File: src/rtl/bounds_walker_pkg.sv
package bounds_walker_pkg;

  typedef enum logic [1:0] {
    ST_IDLE = 2'd0,
    ST_DIR  = 2'd1,
    ST_TBL  = 2'd2,
    ST_RESP = 2'd3
  } walkState_t;

  typedef struct packed {
    logic takeReq;
    logic dirPhase;
    logic tblPhase;
    logic dirDone;
    logic wordDone;
  } walkStrobe_t;

  localparam int unsigned ENTRY_WORDS = 3;

endpackage

File: src/rtl/bounds_walker_ctrl.sv
module bounds_walker_ctrl
  import bounds_walker_pkg::*;
(
  input  logic        clk,
  input  logic        rstN,
  input  logic        reqValid,
  input  logic        memAck,
  input  logic        dirOk,
  input  logic        lastWord,
  output logic        reqReady,
  output logic        memReq,
  output logic        rspValid,
  output walkStrobe_t st
);

  walkState_t state, stateNext;

  always_ff @(posedge clk or negedge rstN) begin
    if (!rstN) state <= ST_IDLE;
    else       state <= stateNext;
  end

  always_comb begin
    stateNext = state;
    case (state)
      ST_IDLE: if (reqValid) stateNext = ST_DIR;
      ST_DIR:  if (memAck) stateNext = dirOk ? ST_TBL : ST_RESP;
      ST_TBL:  if (memAck && lastWord) stateNext = ST_RESP;
      default: stateNext = ST_IDLE;
    endcase
  end

  assign reqReady = (state == ST_IDLE);
  assign memReq   = (state == ST_DIR) || (state == ST_TBL);
  assign rspValid = (state == ST_RESP);

  always_comb begin
    st.takeReq  = (state == ST_IDLE) && reqValid;
    st.dirPhase = (state == ST_DIR);
    st.tblPhase = (state == ST_TBL);
    st.dirDone  = (state == ST_DIR) && memAck;
    st.wordDone = (state == ST_TBL) && memAck;
  end

  assert_req_held_R8: assert property (@(posedge clk) disable iff (!rstN)
    (memReq && !memAck) |=> memReq);

  assert_busy_after_take_R8: assert property (@(posedge clk) disable iff (!rstN)
    st.takeReq |=> (!reqReady && memReq));

  assert_rsp_pulse_R9: assert property (@(posedge clk) disable iff (!rstN)
    rspValid |=> (!rspValid && reqReady));

  assert_bad_dir_no_table_R3: assert property (@(posedge clk) disable iff (!rstN)
    (st.dirDone && !dirOk) |=> (!memReq && rspValid));

endmodule

File: src/rtl/bounds_walker_dp.sv
module bounds_walker_dp
  import bounds_walker_pkg::*;
#(
  parameter int unsigned ADDR_W    = 64,
  parameter int unsigned DIR_IDX_W = 20,
  parameter int unsigned TBL_IDX_W = 17
) (
  input  logic              clk,
  input  logic              rstN,
  input  walkStrobe_t       st,
  input  logic [ADDR_W-1:0] dirBase,
  input  logic              reqStore,
  input  logic [ADDR_W-1:0] reqAddr,
  input  logic [ADDR_W-1:0] reqPtr,
  input  logic [ADDR_W-1:0] reqLower,
  input  logic [ADDR_W-1:0] reqUpper,
  input  logic              memAck,
  input  logic [ADDR_W-1:0] memRdata,
  output logic              memWe,
  output logic [ADDR_W-1:0] memAddr,
  output logic [ADDR_W-1:0] memWdata,
  output logic              dirOk,
  output logic              lastWord,
  output logic              rspErr,
  output logic [ADDR_W-1:0] rspLower,
  output logic [ADDR_W-1:0] rspUpper
);

  localparam int unsigned WORD_BYTES = ADDR_W / 8;
  localparam int unsigned WB_SHIFT   = $clog2(WORD_BYTES);
  localparam int unsigned TBL_SHIFT  = WB_SHIFT + 2;
  localparam int unsigned LOW_W      = ADDR_W - DIR_IDX_W - TBL_IDX_W;

  logic [DIR_IDX_W-1:0] dirIdxR;
  logic [TBL_IDX_W-1:0] tblIdxR;
  logic [ADDR_W-1:0]    ptrR, lowerR, upperR, tableBaseR;
  logic [1:0]           wordIdx;
  logic                 storeR, errR, matchR;

  logic unusedLow;
  assign unusedLow = ^reqAddr[LOW_W-1:0];

  always_ff @(posedge clk or negedge rstN) begin
    if (!rstN) begin
      dirIdxR    <= '0;
      tblIdxR    <= '0;
      ptrR       <= '0;
      lowerR     <= '0;
      upperR     <= '0;
      tableBaseR <= '0;
      wordIdx    <= '0;
      storeR     <= 1'b0;
      errR       <= 1'b0;
      matchR     <= 1'b1;
    end else begin
      if (st.takeReq) begin
        dirIdxR <= reqAddr[ADDR_W-1 -: DIR_IDX_W];
        tblIdxR <= reqAddr[ADDR_W-DIR_IDX_W-1 -: TBL_IDX_W];
        ptrR    <= reqPtr;
        lowerR  <= reqLower;
        upperR  <= reqUpper;
        storeR  <= reqStore;
        wordIdx <= '0;
        errR    <= 1'b0;
        matchR  <= 1'b1;
      end
      if (st.dirDone) begin
        tableBaseR <= {memRdata[ADDR_W-1:TBL_SHIFT], {TBL_SHIFT{1'b0}}};
        errR       <= !memRdata[0];
      end
      if (st.wordDone) begin
        wordIdx <= wordIdx + 2'd1;
        if (!storeR) begin
          case (wordIdx)
            2'd0:    lowerR <= memRdata;
            2'd1:    upperR <= memRdata;
            default: matchR <= (memRdata == ptrR);
          endcase
        end
      end
    end
  end

  logic [ADDR_W-1:0] dirOff, tblOff, wordOff;
  assign dirOff  = ADDR_W'(dirIdxR) << WB_SHIFT;
  assign tblOff  = ADDR_W'(tblIdxR) << TBL_SHIFT;
  assign wordOff = ADDR_W'(wordIdx) << WB_SHIFT;

  assign memAddr = st.tblPhase ? (tableBaseR + tblOff + wordOff) : (dirBase + dirOff);
  assign memWe   = st.tblPhase && storeR;

  always_comb begin
    case (wordIdx)
      2'd0:    memWdata = lowerR;
      2'd1:    memWdata = upperR;
      default: memWdata = ptrR;
    endcase
  end

  assign dirOk    = memRdata[0];
  assign lastWord = (wordIdx == 2'(ENTRY_WORDS - 1));
  assign rspErr   = errR;
  assign rspLower = matchR ? lowerR : '0;
  assign rspUpper = matchR ? upperR : '1;

  assert_addr_stable_R8: assert property (@(posedge clk) disable iff (!rstN)
    ((st.dirPhase || st.tblPhase) && !memAck) |=> ($stable(memAddr) && $stable(memWe)));

  assert_order_R5: assert property (@(posedge clk) disable iff (!rstN)
    (st.wordDone && !lastWord) |=> (st.tblPhase && !lastWord || st.tblPhase));

endmodule

File: src/rtl/bounds_walker.sv
module bounds_walker
  import bounds_walker_pkg::*;
#(
  parameter int unsigned ADDR_W    = 64,
  parameter int unsigned DIR_IDX_W = 20,
  parameter int unsigned TBL_IDX_W = 17
) (
  input  logic              clk,
  input  logic              rstN,
  input  logic [ADDR_W-1:0] dirBase,
  input  logic              reqValid,
  output logic              reqReady,
  input  logic              reqStore,
  input  logic [ADDR_W-1:0] reqAddr,
  input  logic [ADDR_W-1:0] reqPtr,
  input  logic [ADDR_W-1:0] reqLower,
  input  logic [ADDR_W-1:0] reqUpper,
  output logic              memReq,
  output logic              memWe,
  output logic [ADDR_W-1:0] memAddr,
  output logic [ADDR_W-1:0] memWdata,
  input  logic              memAck,
  input  logic [ADDR_W-1:0] memRdata,
  output logic              rspValid,
  output logic              rspErr,
  output logic [ADDR_W-1:0] rspLower,
  output logic [ADDR_W-1:0] rspUpper
);

  walkStrobe_t st;
  logic        dirOk, lastWord;

  bounds_walker_ctrl i_ctrl (
    .clk      (clk),
    .rstN     (rstN),
    .reqValid (reqValid),
    .memAck   (memAck),
    .dirOk    (dirOk),
    .lastWord (lastWord),
    .reqReady (reqReady),
    .memReq   (memReq),
    .rspValid (rspValid),
    .st       (st)
  );

  bounds_walker_dp #(
    .ADDR_W    (ADDR_W),
    .DIR_IDX_W (DIR_IDX_W),
    .TBL_IDX_W (TBL_IDX_W)
  ) i_dp (
    .clk      (clk),
    .rstN     (rstN),
    .st       (st),
    .dirBase  (dirBase),
    .reqStore (reqStore),
    .reqAddr  (reqAddr),
    .reqPtr   (reqPtr),
    .reqLower (reqLower),
    .reqUpper (reqUpper),
    .memAck   (memAck),
    .memRdata (memRdata),
    .memWe    (memWe),
    .memAddr  (memAddr),
    .memWdata (memWdata),
    .dirOk    (dirOk),
    .lastWord (lastWord),
    .rspErr   (rspErr),
    .rspLower (rspLower),
    .rspUpper (rspUpper)
  );

endmodule

File: config.mk
export PLATFORM = sky130hd
export DESIGN_NAME = bounds_walker
export DESIGN_NICKNAME = d
export VERILOG_FILES = /design/src/rtl/bounds_walker_pkg.sv /design/src/rtl/bounds_walker_ctrl.sv /design/src/rtl/bounds_walker_dp.sv /design/src/rtl/bounds_walker.sv
export SDC_FILE = /design/constraint.sdc
export NUM_CORES = 1
export LEC_CHECK = 0
export ABC_AREA = 0
export BUFFER_PORTS_ARGS = -buffer_cell sky130_fd_sc_hd__clkbuf_2
export CORE_AREA = 2 2 255 257
export DETAILED_ROUTE_END_ITERATION = 10
export DIE_AREA = 0 0 257 259
export GPL_ROUTABILITY_DRIVEN = 0
export PLACE_DENSITY_LB_ADDON = 0.25
export SKIP_CTS_REPAIR_TIMING = 1
export SLEW_MARGIN = 25
export SYNTH_ARGS = -nofsm -noshare
export SYNTH_HDL_FRONTEND = slang
export SYNTH_SLANG_ARGS = --single-unit
File: constraint.sdc
create_clock -name clk -period 5.45 [get_ports clk]
set_clock_uncertainty 0.15 [all_clocks]
set_input_delay 1.635 -clock clk [delete_from_list [all_inputs] [get_ports clk]]
set_output_delay 1.635 -clock clk [all_outputs]
set_load 0.05 [all_outputs]
==> results of run 1 <==
## layout make-up
| cell class | count | share of cell area (%) |
|---|---|---|
| multi-input combinational | 1884 | 45.0 |
| sequential | 295 | 27.5 |
| clock inverter | 13 | 0.703 |
| antenna | 6 | 0.0558 |
| clock buffer | 57 | 4.22 |
| tap | 855 | 3.98 |
| inverter | 25 | 0.349 |
| timing repair buffer | 735 | 18.2 |
## through the flow
step	worst slack, ns	instance area, um^2	TNS [ns]	std cells
3_3_place_gp	-0.560	24800	-18.87	3784
4_1_cts	-0.572	26100	-19.01	3854
2_1_floorplan	-0.192	19500	-2.15	2347
5_1_grt	-0.488	26900	-17.17	3867
6_report	-0.411	26900	-13.15	3870
3_5_place_dp	-0.554	24800	-18.40	3784
## critical path, cell delays in order
cell and delay (ns):
sky130_fd_sc_hd__buf_6 0.10, sky130_fd_sc_hd__ha_4 0.16, sky130_fd_sc_hd__fa_2 0.38, sky130_fd_sc_hd__a211oi_4 0.27
sky130_fd_sc_hd__o21bai_4 0.10, sky130_fd_sc_hd__o2111ai_4 0.34, sky130_fd_sc_hd__a211oi_4 0.12, sky130_fd_sc_hd__nor2_4 0.13
sky130_fd_sc_hd__buf_12 0.16, sky130_fd_sc_hd__buf_4 0.14, sky130_fd_sc_hd__nor3_4 0.04, sky130_fd_sc_hd__xnor2_2 0.15
sky130_fd_sc_hd__mux2i_4 0.17, sky130_fd_sc_hd__buf_12 0.16
## logic make-up (layout without fill, tap and decap cells)
| logic type | count (synthesis) | after routing |
|---|---|---|
| AO/OA/AOI/OAI | 351 | 351 |
| AND/OR/NAND/NOR | 1227 | 1227 |
| multiplexers | 94 | 94 |
| adder cells (fa/ha/maj) | 46 | 46 |
| flip-flops | 295 | 295 |
| XOR/XNOR | 166 | 166 |
| buffers and inverters | 168 | 830 |
| other | 0 | 6 |
## state kept, by name (all words and copies together), names as in the netlist
register and flops:
i_ctrl.state 2, i_dp.dirIdxR 20, i_dp.lowerR 64, i_dp.matchR 1, i_dp.ptrR 64, i_dp.rspErr 1
i_dp.storeR 1, i_dp.tableBaseR 59, i_dp.tblIdxR 17, i_dp.upperR 64, i_dp.wordIdx 2
## worst max-delay path by stage
| stage | start | end | cells after the start |
|---|---|---|---|
| floorplan | dirBase[16] | memAddr[50] | 10 |
| global placement | dirBase[3] | memAddr[43] | 12 |
| detailed placement | dirBase[5] | memAddr[43] | 11 |
| CTS | dirBase[5] | memAddr[43] | 11 |
| global route | dirBase[3] | memAddr[47] | 14 |
| finish | dirBase[3] | memAddr[45] | 14 |
## cells in the mapped netlist (11+ instances only)
| cell | count |
|---|---|
| sky130_fd_sc_hd__xor2_1 | 64 |
| sky130_fd_sc_hd__mux2i_1 | 31 |
| sky130_fd_sc_hd__mux2_2 | 63 |
| sky130_fd_sc_hd__and3_1 | 13 |
| sky130_fd_sc_hd__a31oi_1 | 131 |
| sky130_fd_sc_hd__a21oi_1 | 42 |
| sky130_fd_sc_hd__o21a_1 | 11 |
| sky130_fd_sc_hd__a21o_1 | 14 |
| sky130_fd_sc_hd__nor2_1 | 166 |
| sky130_fd_sc_hd__and2_1 | 69 |
| sky130_fd_sc_hd__nand2_1 | 759 |
| sky130_fd_sc_hd__xnor2_1 | 102 |
| sky130_fd_sc_hd__nand3_1 | 40 |
| sky130_fd_sc_hd__a22oi_1 | 64 |
| sky130_fd_sc_hd__o21ai_0 | 37 |
| sky130_fd_sc_hd__nand2b_1 | 68 |
| sky130_fd_sc_hd__dfrtp_1 | 294 |
| sky130_fd_sc_hd__clkbuf_1 | 121 |
| sky130_fd_sc_hd__buf_1 | 16 |
| sky130_fd_sc_hd__ha_1 | 44 |
| sky130_fd_sc_hd__nand4_1 | 46 |
| sky130_fd_sc_hd__nor3_1 | 24 |
| sky130_fd_sc_hd__nor4_1 | 11 |
| sky130_fd_sc_hd__inv_1 | 24 |
## routing by layer
| layer | routed length, um | GRT usage, % | vias up | share of wire, % |
|---|---|---|---|---|
| met5 | 48 | 0 | - | 0.055 |
| met4 | 2080 | 5.93 | 8 | 2.4 |
| met3 | 5600 | 4.41 | 117 | 6.5 |
| met2 | 40300 | 40.1 | 728 | 47 |
| met1 | 38500 | 34.4 | 9306 | 44 |
| li1 | - | - | 9223 | - |
## placed cells by master, fill, tap and decap left out, types with 14 or more instances in the layout
master	instances
sky130_fd_sc_hd__a21o_1	14
sky130_fd_sc_hd__a21oi_1	26
sky130_fd_sc_hd__a22oi_1	64
sky130_fd_sc_hd__a31oi_1	130
sky130_fd_sc_hd__and2_1	68
sky130_fd_sc_hd__buf_12	57
sky130_fd_sc_hd__buf_4	90
sky130_fd_sc_hd__buf_6	19
sky130_fd_sc_hd__clkbuf_16	40
sky130_fd_sc_hd__clkbuf_2	565
sky130_fd_sc_hd__dfrtp_1	294
sky130_fd_sc_hd__ha_1	28
sky130_fd_sc_hd__ha_4	16
sky130_fd_sc_hd__inv_1	24
sky130_fd_sc_hd__mux2_2	63
sky130_fd_sc_hd__mux2i_4	28
sky130_fd_sc_hd__nand2_1	747
sky130_fd_sc_hd__nand2b_1	68
sky130_fd_sc_hd__nand3_1	31
sky130_fd_sc_hd__nand4_1	46
sky130_fd_sc_hd__nor2_1	158
sky130_fd_sc_hd__nor3_1	20
sky130_fd_sc_hd__o21ai_0	22
sky130_fd_sc_hd__xnor2_1	90
sky130_fd_sc_hd__xor2_1	50
==> out/metrics.json, run 1 <==
{
  "biggest_area_contributors_in_the_synthesized_netlist": {"value": "sky130_fd_sc_hd__dfrtp_1 (39%), sky130_fd_sc_hd__nand2_1 (15%), sky130_fd_sc_hd__xnor2_1 (4.8%)"},
  "setup_slack": {"value": -0.411, "unit": "ns"},
  "layout_worst_path_cycle_share": {"value": 108, "unit": "%"},
  "remaining_drc_errors": {"value": 0},
  "startpoint_type": {"value": "input port"},
  "compound_gate_fraction_of_synth_area": {"value": 12.4, "unit": "%"},
  "layout.nets": {"value": 3415},
  "yosys_warn_count": {"value": 0},
  "die_ar": {"value": 0.0666, "unit": "mm^2"},
  "route.vias.total": {"value": 19382},
  "flow.area_growth_from_synthesis": {"value": 43.3, "unit": "%"},
  "worstHoldEndpoint": {"value": "i_dp.tblIdxR[8]$_DFFE_PN0P_"},
  "tritoncts": {"value": "yes"},
  "dieWidth": {"value": 257, "unit": "um"},
  "synth.avg_cell_area": {"value": 8.00, "unit": "um^2"},
  "route.detailed.wl_per_inst": {"value": 22.4, "unit": "um"},
  "drt_iter0_markers": {"value": 1370},
  "holdCritStartpoint": {"value": "i_dp.tblIdxR[8]$_DFFE_PN0P_"},
  "io_buffers": {"value": 622},
  "sequential_cell_area": {"value": 0.00739, "unit": "mm^2"},
  "yosys.area_share.adder": {"value": 3.15, "unit": "%"},
  "multiInputGateArea": {"value": 0.0121, "unit": "mm^2"},
  "drtAntennaViolNets": {"value": 0},
  "critical_path_arrival": {"value": 4.08, "unit": "ns"},
  "antenna_found_initial": {"value": 10},
  "setup.worst_path.class": {"value": "input port to primary output"},
  "num-fill-cells": {"value": 6456},
  "detail_route.vias_per_cell": {"value": 5.01},
  "numClockSinks": {"value": 295},
  "synthDistinctLibCells": {"value": 65},
  "hpwlAfterDp": {"value": 65300, "unit": "um"},
  "worstMarginPinSlew": {"value": 0.914, "unit": "ns"},
  "r2r_start": {"value": "i_ctrl.state[0]$_DFFE_PN0P_"},
  "cts_root_buffer": {"value": "sky130_fd_sc_hd__clkbuf_16"},
  "synth.cell_area": {"value": 0.0188, "unit": "mm^2"},
  "synth_top_family_by_area": {"value": "simple AND/OR/NAND/NOR gates"},
  "timing.fmax": {"value": 171, "unit": "MHz"},
  "worst_setup_end_kind": {"value": "primary output"},
  "hold_viol": {"value": 0},
  "hold_ws": {"value": 0.328, "unit": "ns"},
  "die-height": {"value": 259, "unit": "um"},
  "async_reset_ff_share": {"value": 100, "unit": "%"},
  "synth-xor-area-share": {"value": 7.75, "unit": "%"},
  "grt_overflow": {"value": 0},
  "worstSkewPairLatency": {"value": 0.57, "unit": "ns"},
  "rows": {"value": 93},
  "outcome": {"value": "finished with violations"},
  "worst_reg2reg_path_endpoint": {"value": "i_dp.upperR[0]$_DFF_PN0_"},
  "reg2reg_depth": {"value": 10},
  "synth_sequential_area_ratio": {"value": 39.3, "unit": "%"},
  "min_delay_path_depth": {"value": 2},
  "register_clock_pin_slew_on_the_reported_worst_setup_and_hold_paths": {"value": 0.05, "unit": "ns"},
  "wire_length_of_the_first_global_routing_pass": {"value": 124000, "unit": "um"},
  "grt_pass1_vias": {"value": 18455},
  "postRouteWirelength": {"value": 86600, "unit": "um"},
  "post_syn_instances": {"value": 2347},
  "hold_path_class": {"value": "register to register"},
  "drtPass1Iterations": {"value": 5},
  "post_route_cells_drive_above_1_share": {"value": 34.1, "unit": "%"},
  "core_area": {"value": 0.0639, "unit": "mm^2"},
  "rsz_0062_raised_after_global_routing": {"value": "yes"},
  "synth_edf_count": {"value": 0},
  "pin_count_of_the_biggest_net_entering_global_routing": {"value": 94},
  "ys_dominant_reg_cell": {"value": "sky130_fd_sc_hd__dfrtp_1"},
  "cts-buffers-inserted": {"value": 39},
  "floorplan.initialDensity": {"value": 29.4, "unit": "%"},
  "synth_largest_type_area_fraction": {"value": 39.2, "unit": "%"},
  "top_level_ports": {"value": 650},
  "crit_fanout": {"value": 16},
  "grt_usage": {"value": 24.8, "unit": "%"},
  "violations": {"value": "negative setup slack"},
  "final.min_clock_period": {"value": 5.86, "unit": "ns"},
  "area_fraction_in_and_or_nand_and_nor_cells_after_synthesis": {"value": 28.5, "unit": "%"},
  "required": {"value": 3.67, "unit": "ns"},
  "synthMuxAreaShare": {"value": 5.43, "unit": "%"},
  "synth.ff_latch_count": {"value": 295},
  "timing.final.max_slew_violations": {"value": 0},
  "clock_tree.buffer_depth": {"value": 3},
  "cts.htree.levels": {"value": 2},
  "finalSetupViolCount": {"value": 49},
  "synth_largest_area_cell": {"value": "sky130_fd_sc_hd__dfrtp_1"},
  "maxSlewHeadroom": {"value": 39.1, "unit": "%"},
  "finish.utilization": {"value": 42.1, "unit": "%"},
  "rrSetupSlack": {"value": 2.33, "unit": "ns"},
  "max_cap_violations": {"value": 0},
  "postSynthNetCount": {"value": 2782}
}
Power of run 1 is not shown: default switching activity piles up to over one toggle a cycle in this logic, so the estimate is an artifact.
==> run 2: changes to the inputs <==
--- a/config.mk
+++ b/config.mk
@@ -11,7 +11,6 @@
 export DETAILED_ROUTE_END_ITERATION = 10
 export DIE_AREA = 0 0 257 259
 export GPL_ROUTABILITY_DRIVEN = 0
-export PLACE_DENSITY_LB_ADDON = 0.25
 export SKIP_CTS_REPAIR_TIMING = 1
 export SLEW_MARGIN = 25
 export SYNTH_ARGS = -nofsm -noshare
==> out/metrics.json, run 2 (synthesis results as in run 1) <==
{
  "critical_path_arrival": {"value": 4.07, "unit": "ns", "change": "about the same"},
  "route.detailed.wl_per_inst": {"value": 22.8, "unit": "um", "change": "+2.0%"},
  "max_cap_violations": {"value": 0, "change": "unchanged"},
  "layout_commonest_cell": {"value": "sky130_fd_sc_hd__nand2_1"},
  "final.min_clock_period": {"value": 5.86, "unit": "ns", "change": "-0.00210 ns"},
  "hpwlAfterDp": {"value": 67700, "unit": "um", "change": "+3.7%"},
  "layout_worst_path_cycle_share": {"value": 107, "unit": "%", "change": "about the same"},
  "hold_viol": {"value": 0, "change": "unchanged"},
  "hold_path_class": {"value": "register to register"},
  "top_level_ports": {"value": 650, "change": "unchanged"},
  "cts_root_buffer": {"value": "sky130_fd_sc_hd__clkbuf_16"},
  "finalSetupViolCount": {"value": 49, "change": "unchanged"},
  "worstSkewPairLatency": {"value": 0.56, "unit": "ns", "change": "about the same"},
  "finish.utilization": {"value": 42.3, "unit": "%", "change": "+0.21 points"},
  "worstPathCellList": {"value": "buf_8, ha_4, fa_2, a211oi_4, o21bai_4, o2111ai_4, a211oi_4, nor2_4, buf_12, buf_12, nor2_4, xnor2_2, mux2i_4, buf_12"},
  "drtAntennaViolNets": {"value": 0, "change": "unchanged"},
  "layout.cells.most_common_list": {"value": "sky130_fd_sc_hd__nand2_1 (749), sky130_fd_sc_hd__clkbuf_2 (566), sky130_fd_sc_hd__dfrtp_1 (294), sky130_fd_sc_hd__nor2_1 (158), sky130_fd_sc_hd__a31oi_1 (129)"},
  "route.vias.total": {"value": 19692, "change": "+1.6%"},
  "setup_slack": {"value": -0.409, "unit": "ns", "change": "+0.00210 ns"},
  "startpoint_type": {"value": "input port"},
  "final.setup.tns": {"value": -14.82, "unit": "ns", "change": "-1.68 ns"},
  "worst_setup_end_kind": {"value": "primary output"},
  "postRouteWirelength": {"value": 88500, "unit": "um", "change": "+2.2%"},
  "cts.htree.levels": {"value": 2, "change": "unchanged"},
  "slowest_stage_delay_on_critical_path": {"value": 0.37, "unit": "ns", "change": "about the same"},
  "layout.nets": {"value": 3423, "change": "+0.23%"},
  "crit_fanout": {"value": 13, "change": "-3"},
  "core_area": {"value": 0.0639, "unit": "mm^2", "change": "unchanged"},
  "outcome": {"value": "finished with violations"},
  "die_ar": {"value": 0.0666, "unit": "mm^2", "change": "unchanged"},
  "worstMarginPinSlew": {"value": 1.00, "unit": "ns", "change": "+0.0875 ns"},
  "num-fill-cells": {"value": 6403, "change": "-0.82%"},
  "dieWidth": {"value": 257, "unit": "um", "change": "unchanged"},
  "flow.area_growth_from_synthesis": {"value": 44.0, "unit": "%"},
  "remaining_drc_errors": {"value": 0, "change": "unchanged"},
  "grt_usage": {"value": 25.6, "unit": "%", "change": "+0.82 points"},
  "detail_route.vias_per_cell": {"value": 5.08, "change": "+1.4%"},
  "post_route_cells_drive_above_1_share": {"value": 34.4, "unit": "%", "change": "+0.32 points"},
  "timing.final.max_slew_violations": {"value": 0, "change": "unchanged"},
  "floorplan.initialDensity": {"value": 29.4, "unit": "%", "change": "unchanged"},
  "pin_count_of_the_biggest_net_entering_global_routing": {"value": 109, "change": "+16%"},
  "drt_iter0_markers": {"value": 1419, "change": "+3.6%"},
  "numClockSinks": {"value": 295, "change": "unchanged"},
  "required": {"value": 3.67, "unit": "ns", "change": "about the same"},
  "grt_overflow": {"value": 0, "change": "unchanged"},
  "rows": {"value": 93, "change": "unchanged"},
  "rsz_0062_raised_after_global_routing": {"value": "yes"},
  "violations": {"value": "negative setup slack"},
  "grt_pass1_vias": {"value": 18852, "change": "+2.2%"},
  "setup.worst_path.class": {"value": "input port to primary output"},
  "die-height": {"value": 259, "unit": "um", "change": "unchanged"},
  "clock_tree.buffer_depth": {"value": 3, "change": "unchanged"},
  "register_clock_pin_slew_on_the_reported_worst_setup_and_hold_paths": {"value": 0.06, "unit": "ns", "change": "about the same"},
  "worst_path_most_repeated_cell": {"value": "sky130_fd_sc_hd__buf_12"},
  "reg.largest.list": {"value": "i_dp.lowerR (64), i_dp.ptrR (64), i_dp.upperR (64)"},
  "maxSlewHeadroom": {"value": 32.5, "unit": "%", "change": "-6.5 points"},
  "antenna_found_initial": {"value": 21, "change": "+11"},
  "drtPass1Iterations": {"value": 8, "change": "+3"},
  "io_buffers": {"value": 622, "change": "unchanged"},
  "wire_length_of_the_first_global_routing_pass": {"value": 127000, "unit": "um", "change": "+2.4%"},
  "timing.fmax": {"value": 171, "unit": "MHz", "change": "about the same"},
  "cts-buffers-inserted": {"value": 39, "change": "unchanged"},
  "tritoncts": {"value": "yes"},
  "critical-path-slowest-cell": {"value": "sky130_fd_sc_hd__fa_2"}
}
run 2: cell types whose count changed in the layout (fill, tap and decap cells not counted), moves of 3 or more:
cell and delta:
sky130_fd_sc_hd__nand2_2 -3, sky130_fd_sc_hd__clkbuf_1 -7, sky130_fd_sc_hd__buf_6 +6, sky130_fd_sc_hd__clkbuf_8 +4
sky130_fd_sc_hd__nand2_4 +3
run 2: final timing paths:
check	start	cells past startpoint	to	slack [ns]
max reg2reg	i_ctrl.state[0]$_DFFE_PN0P_	10	i_dp.upperR[18]$_DFF_PN0_	2.55
min in group asynchronous	rstN	1	i_dp.tblIdxR[4]$_DFFE_PN0P_	0.85
min	i_dp.tblIdxR[2]$_DFFE_PN0P_	2	i_dp.tblIdxR[2]$_DFFE_PN0P_	0.33
max in group asynchronous	rstN	3	i_dp.upperR[4]$_DFF_PN0_	3.17
min reg2reg	i_dp.tblIdxR[2]$_DFFE_PN0P_	2	i_dp.tblIdxR[2]$_DFFE_PN0P_	0.33
max	dirBase[3]	14	memAddr[35]	-0.41
run 2: cell type report:
cell class / count / area, um^2 / area share, %
Timing Repair Buffer: 743 / 5020 / 18.6
Sequential cell: 295 / 7390 / 27.3
Multi-Input combinational cell: 1884 / 12100 / 44.8
Clock inverter: 15 / 156 / 0.579
Antenna cell: 6 / 15.0 / 0.0556
Tap cell: 855 / 1070 / 3.96
Clock buffer: 54 / 1160 / 4.31
Inverter: 25 / 93.8 / 0.347
run 2: metal layers:
metal  part of all wire (%)  wire, um  global-route usage [%]  up-vias
li1                       -         -                       -     9226
met1                     43     38400                    34.8     9504
met2                     47     41500                    41.6      803
met3                    7.2      6350                    5.33      143
met4                    2.4      2110                    6.22       16
met5                   0.13       115                       0        -
run 2: per-stage QoR:
| step | area, um^2 | setup WS (ns) | hold slack, ns | cells |
|---|---|---|---|---|
| 6_report | 27000 | -0.409 | 0.331 | 3877 |
| 5_1_grt | 27000 | -0.530 | 0.339 | 3875 |
| 4_1_cts | 26100 | -0.709 | 0.335 | 3849 |
| 3_5_place_dp | 24800 | -0.701 | 0.320 | 3780 |
| 3_3_place_gp | 24800 | -0.699 | 0.314 | 3780 |
| 2_1_floorplan | 19500 | -0.192 | 0.300 | 2347 |
run 2: critical path: cells and delay by family:
kind / cells / cell delay, ns
AO/OA/AOI/OAI: 4 / 0.83
XOR/XNOR: 1 / 0.15
AND/OR/NAND/NOR: 2 / 0.17
buffers and inverters: 4 / 0.55
multiplexers: 1 / 0.18
adder cells (fa/ha/maj): 2 / 0.52
Power of run 2 is left out for the same reason.
